### src/rtl/fmove_pkg.sv
package fmove_pkg;
  typedef enum logic [1:0] {
    SRC_FCC  = 2'd0,
    SRC_ICC  = 2'd1,
    SRC_REG  = 2'd2,
    SRC_NONE = 2'd3
  } src_e;

  localparam int INSN_W       = 32;
  localparam int FSR_W        = 64;
  localparam int CCR_W        = 8;
  localparam int NUM_FCC      = 4;
  localparam int FCC_W        = 2;
  localparam int FLAG_W       = 4;
  localparam int CEXC_W       = 5;
  localparam int COND_LSB     = 14;
  localparam int COND_W       = 3;
  localparam int COND_INV_BIT = 17;
  localparam int FSEL_LSB     = 11;
  localparam int XSEL_BIT     = 12;
  localparam int RCOND_LSB    = 10;
  localparam int RINV_BIT     = 12;
  localparam int RS_LSB       = 14;
  localparam int RS_W         = 5;
  localparam int FCC0_LSB     = 10;
  localparam int FCCX_LSB     = 30;

  // bit offset of compare field k in the status word
  function automatic int fcc_lsb(int k);
    return (k == 0) ? FCC0_LSB : FCCX_LSB + 2 * k;
  endfunction
endpackage

### src/rtl/fcc_eval.sv
module fcc_eval
  import fmove_pkg::*;
(
  input  logic [NUM_FCC-1:0][FCC_W-1:0] fields_i,
  input  logic [1:0]                    fsel_i,
  input  logic [COND_W-1:0]             code_i,
  output logic                          hit_o
);
  logic [FCC_W-1:0] fcc;

  always_comb begin
    fcc = fields_i[fsel_i];
    unique case (code_i)
      3'd0: hit_o = 1'b0;
      3'd1: hit_o = (fcc != 2'd0);
      3'd2: hit_o = (fcc == 2'd1) || (fcc == 2'd2);
      3'd3: hit_o = fcc[0];
      3'd4: hit_o = (fcc == 2'd1);
      3'd5: hit_o = fcc[1];
      3'd6: hit_o = (fcc == 2'd2);
      default: hit_o = (fcc == 2'd3);
    endcase
  end
endmodule

### src/rtl/icc_eval.sv
module icc_eval
  import fmove_pkg::*;
(
  input  logic [CCR_W-1:0]  ccr_i,
  input  logic              xsel_i,
  input  logic [COND_W-1:0] code_i,
  output logic              hit_o
);
  logic [FLAG_W-1:0] fl;
  logic n_f, z_f, v_f, c_f;

  always_comb begin
    fl  = xsel_i ? ccr_i[CCR_W-1 -: FLAG_W] : ccr_i[FLAG_W-1:0];
    n_f = fl[3];
    z_f = fl[2];
    v_f = fl[1];
    c_f = fl[0];
    unique case (code_i)
      3'd0: hit_o = 1'b0;
      3'd1: hit_o = z_f;
      3'd2: hit_o = z_f | (n_f ^ v_f);
      3'd3: hit_o = n_f ^ v_f;
      3'd4: hit_o = c_f | z_f;
      3'd5: hit_o = c_f;
      3'd6: hit_o = n_f;
      default: hit_o = v_f;
    endcase
  end
endmodule

### src/rtl/reg_eval.sv
module reg_eval #(
  parameter int XLEN = 64
) (
  input  logic [XLEN-1:0] val_i,
  input  logic            rs_zero_i,
  input  logic [1:0]      rcond_i,
  input  logic            inv_i,
  output logic            hit_o
);
  logic [XLEN-1:0] opnd;
  logic is_zero, is_neg, raw;

  always_comb begin
    opnd    = rs_zero_i ? '0 : val_i;
    is_zero = (opnd == '0);
    is_neg  = opnd[XLEN-1];
    unique case (rcond_i)
      2'd0: raw = 1'b0;
      2'd1: raw = is_zero;
      2'd2: raw = is_zero | is_neg;
      default: raw = is_neg;
    endcase
    hit_o = raw ^ inv_i;
  end
endmodule

### src/rtl/pc_step.sv
module pc_step #(
  parameter int PC_W = 64,
  parameter int STEP = 4
) (
  input  logic            skip_i,
  input  logic [PC_W-1:0] pc_i,
  input  logic [PC_W-1:0] npc_i,
  output logic [PC_W-1:0] pc_o,
  output logic [PC_W-1:0] npc_o
);
  localparam logic [PC_W-1:0] STEP_V = PC_W'(STEP);

  always_comb begin
    if (skip_i) begin
      pc_o  = npc_i;
      npc_o = npc_i + STEP_V;
    end else begin
      pc_o  = pc_i;
      npc_o = npc_i;
    end
  end
endmodule

### src/rtl/fmove_cond.sv
module fmove_cond
  import fmove_pkg::*;
#(
  parameter int XLEN = 64,
  parameter int PC_W = 64
) (
  input  logic [1:0]        sel_i,
  input  logic [INSN_W-1:0] insn_i,
  input  logic [FSR_W-1:0]  status_i,
  input  logic [CCR_W-1:0]  ccr_i,
  input  logic [XLEN-1:0]   rs_val_i,
  input  logic [PC_W-1:0]   pc_i,
  input  logic [PC_W-1:0]   npc_i,
  output logic              take_o,
  output logic [PC_W-1:0]   pc_o,
  output logic [PC_W-1:0]   npc_o,
  output logic [FSR_W-1:0]  status_o
);
  logic [NUM_FCC-1:0][FCC_W-1:0] fcc_fields;
  logic [COND_W-1:0]             code;
  logic                          fcc_hit, icc_hit, reg_hit, skip;
  logic                          unused_insn;

  assign unused_insn = ^{insn_i[INSN_W-1:RS_LSB+RS_W], insn_i[RCOND_LSB-1:0]};
  assign code        = insn_i[COND_LSB +: COND_W];

  for (genvar k = 0; k < NUM_FCC; k++) begin : g_fcc
    assign fcc_fields[k] = status_i[fcc_lsb(k) +: FCC_W];
  end

  fcc_eval u_fcc (
    .fields_i (fcc_fields),
    .fsel_i   (insn_i[FSEL_LSB +: 2]),
    .code_i   (code),
    .hit_o    (fcc_hit)
  );

  icc_eval u_icc (
    .ccr_i  (ccr_i),
    .xsel_i (insn_i[XSEL_BIT]),
    .code_i (code),
    .hit_o  (icc_hit)
  );

  reg_eval #(.XLEN(XLEN)) u_reg (
    .val_i     (rs_val_i),
    .rs_zero_i (insn_i[RS_LSB +: RS_W] == '0),
    .rcond_i   (insn_i[RCOND_LSB +: 2]),
    .inv_i     (insn_i[RINV_BIT]),
    .hit_o     (reg_hit)
  );

  always_comb begin
    unique case (src_e'(sel_i))
      SRC_FCC: take_o = fcc_hit ^ insn_i[COND_INV_BIT];
      SRC_ICC: take_o = icc_hit ^ insn_i[COND_INV_BIT];
      SRC_REG: take_o = reg_hit;
      default: take_o = 1'b0;
    endcase
  end

  assign skip = ~take_o;

  pc_step #(.PC_W(PC_W), .STEP(4)) u_pc (
    .skip_i (skip),
    .pc_i   (pc_i),
    .npc_i  (npc_i),
    .pc_o   (pc_o),
    .npc_o  (npc_o)
  );

  always_comb begin
    status_o = status_i;
    if (skip) status_o[CEXC_W-1:0] = '0;
  end
endmodule

### config.mk
export PLATFORM = sky130hd
export DESIGN_NAME = fmove_cond
export DESIGN_NICKNAME = d
export VERILOG_FILES = /design/src/rtl/fmove_pkg.sv /design/src/rtl/fcc_eval.sv /design/src/rtl/icc_eval.sv /design/src/rtl/reg_eval.sv /design/src/rtl/pc_step.sv /design/src/rtl/fmove_cond.sv
export SDC_FILE = /design/constraint.sdc
export NUM_CORES = 1
export LEC_CHECK = 0
export BUFFER_PORTS_ARGS = -buffer_cell sky130_fd_sc_hd__buf_2
export CAP_MARGIN = 15
export CORE_AREA = 3 3 188 190
export DETAILED_ROUTE_END_ITERATION = 8
export DIE_AREA = 0 0 191 193
export PLACE_DENSITY = 0.43
export SETUP_SLACK_MARGIN = 0.05
export SYNTH_ARGS = -nofsm -noshare
export SYNTH_HDL_FRONTEND = slang
export SYNTH_SLANG_ARGS = --single-unit
### constraint.sdc
create_clock -name vclk -period 3.86
set_input_delay 0.579 -clock vclk [all_inputs]
set_output_delay 0.579 -clock vclk [all_outputs]
set_load 0.005 [all_outputs]
==> key figures <==
STA
  • Unrepaired setup endpoints after global routing: yes
  • Max_slew headroom: 29.1%
  • Final setup fails: 123
  • Hold Violations, Final: 0
  • Worst-Margin Slew: between 1 and 1.5 ns
  • Maximum clock frequency: 242 MHz
  • Setup tns final: -20.29 ns
  • Setup WS post-layout: -0.266 ns
  • Slew Limit Fails: 0
  • Final worst-path cycle share: 107%
  • Final min period: 4.13 ns

Layout
  • Nets: between 1,000 and 1,500
  • Area added between synthesis and finish: 111%
  • Layout Cells excl Fill: 1,274
  • Sequential cell count: 0
  • Reg area: 0 sq um
  • Number of clock buffers in the layout: 0
  • # diodes: 0
  • Layout cells sized above 1: 71.1%

Synthesis
  • Most common cell in the netlist: buf_4
  • Yosys top cell by area: mux2_2
  • Sequential share of the synthesized area: 0%
  • Top cells by area, synth: mux2_2 (20%), buf_4 (14%), xor2_1 (13%), nor4_1 (7.9%), nand2_1 (4.0%)
  • Post-Syn Nets: 774
  • Syn. warnings: 0
  • Mapped Area: 3390 sq um
  • Gate Count Post-Synth: ~470
  • Count of different cell masters after synthesis: 42
  • Post-synth top cells: buf_4 (61), mux2_2 (60), xor2_1 (51)
  • Post-synth top area share: 20.0%
  • Avg Cell Area, Syn: 7.19 sq um

Setup path
  • Setup crit end kind: output pin
  • Worst Path Max Fanout: 8
  • Crit path required time: around 3.3 ns
  • Critical path class: in -> out
  • Critical Path AT: 3.55 ns
  • Crit path launch: insn_i[11]
  • Crit start category: input port

Placed design
  • IO Port Bufs: 365
  • RePlAce Congestion: 0.756
  • Dpl cells: 1,250
  • DPL Wire Length: about 18,000 um

Worst hold path
  • Tightest Hold Check Type: in -> out
  • Hold_sp: status_i[22]

Floorplanning
  • Initial core utilization: 10.1%
  • Core area: about 34,000 sq um
  • Die ar.: 36,900 sq um
  • I/O pins: 491
  • Width of the die: around 190 um
  • DIE HEIGHT: between 150 and 200 um
  • Rows: 67

GRT
  • Vias in the first global route: 5,125
  • Largest net degree at the start of global routing: 16
  • First-pass GRT wire length: 31,200 um
  • GRT overflow: 0
  • Total GRT Usage: 11.1%
  • Initial antenna violation count: 0

Job
  • Max Cap Viol: 0

Pwr
  • Flop pwr share: 0%
  • Max VDD drop: 0.0687 mV
  • Switching power: between 400 and 500 uW
  • Clock Power Share: 0%
  • Sw Share: 44.9%
  • Logic pwr share: 100.0%
  • Power Internal: approximately 560 uW
  • Leak pwr: between 0.003 and 0.004 uW
  • Power Density: 144 nW/um^2

Routing
  • Post-route ant nets: 0
  • Vias per cell: 3.87
  • Initial DRC count: between 60 and 70
  • Residual DRC: 0
  • Vias: 4,929
  • Average wire per standard cell: 17.7 um
  • Overall routed net length: 22,600 um
  • Initial DRT Pass Iterations: 4

Clocking
  • CTS Hold Bufs: 0

Outcome
  • Status: complete, but fails checks
  • Failing checks: negative setup slack
## cell families after synthesis
kind of cell | Yosys count | share of synthesized area, %
multiplexers | 68 | 23.1
XOR/XNOR | 65 | 16.8
buffers and inverters | 102 | 18.8
AND/OR/NAND/NOR | 211 | 35.9
adder cells (fa/ha/maj) | 5 | 1.85
AO/OA/AOI/OAI | 20 | 3.51
## placed cells by master (no fill, tap or decap), types with 3 or more instances in the layout
master     n
and2_1     3
and2_4     3
and3_1     8
buf_12     9
buf_16     5
buf_2    338
buf_4     46
buf_6     36
buf_8      6
ha_1       3
inv_1     13
mux2_2    39
mux2_4    21
mux2i_1    5
nand2_1   35
nand3_1   22
nand4_1   20
nor2_1    16
nor3_2     9
nor3_4    12
nor4_1    12
nor4_2     3
nor4_4    34
o21ai_0   10
or3_1      7
xnor2_1   14
xor2_1    49
## power groups by stage
| stage | Combinational, uW | Sequential (uW) | Clock [uW] |
|---|---|---|---|
| 2_1_floorplan | 360 | 0 | 0 |
| 3_3_place_gp | 718 | 0 | 0 |
| 3_5_place_dp | 718 | 0 | 0 |
| 4_1_cts | 1020 | 0 | 0 |
| 5_1_grt | 1110 | 0 | 0 |
| 6_report | 1030 | 0 | 0 |
## timing repair
| action | CTS | global route |
|---|---|---|
| pin swaps | 40 | 70 |
| setup buffers | 20 | 5 |
| setup endpoints to repair | 131 | 132 |
| resized for setup | 161 | 48 |
| gates cloned | 6 | 2 |
## metrics by stage
stage                     instance area, sq um  utilization (%)  hold slack (ns)  worst slack [ns]  total power, uW
after floorplan                           3460                -             1.21            0.0163              360
after global placement                    5690             16.9             1.16            -0.503              718
after detailed placement                  5690             16.9             1.16            -0.542              718
after CTS                                 6890             20.5             1.16            -0.366             1020
after global routing                      7130             21.2             1.16            -0.419             1110
final                                     7130             21.2             1.16            -0.266             1030
## area by class of cell
type	count	area [sq um]
Fill cell	3763	26500
Timing Repair Buffer	442	2900
Tap cell	448	561
Multi-Input combinational cell	369	3620
Inverter	15	56.3
## critical path, cell delays in order
cell	delay, ns
buf_8	0.08
mux4_2	0.54
inv_2	0.12
buf_6	0.10
ha_4	0.11
mux2_4	0.15
nor3b_4	0.04
nor4b_4	0.32
nor4b_2	0.08
mux2i_1	0.18
buf_4	0.16
nand3_4	0.12
buf_12	0.18
buf_12	0.15
buf_6	0.14
nor3_4	0.18
xor2_1	0.17
buf_2	0.14
## worst paths after layout
path / to / cells past startpoint
setup / recovery: npc_o[29] / 18
hold / removal: status_o[22] / 0
## layer usage
layer,GRT usage [%],share of wire [%],routed length [um],up-vias
li1,-,-,-,2366
met1,12.3,38,8570,2250
met2,22.7,53,12100,301
met3,1.86,7.9,1780,12
met4,1.13,0.90,204,0
met5,0,0,0,-
No activity file was read; power rests on OpenSTA's default activity.
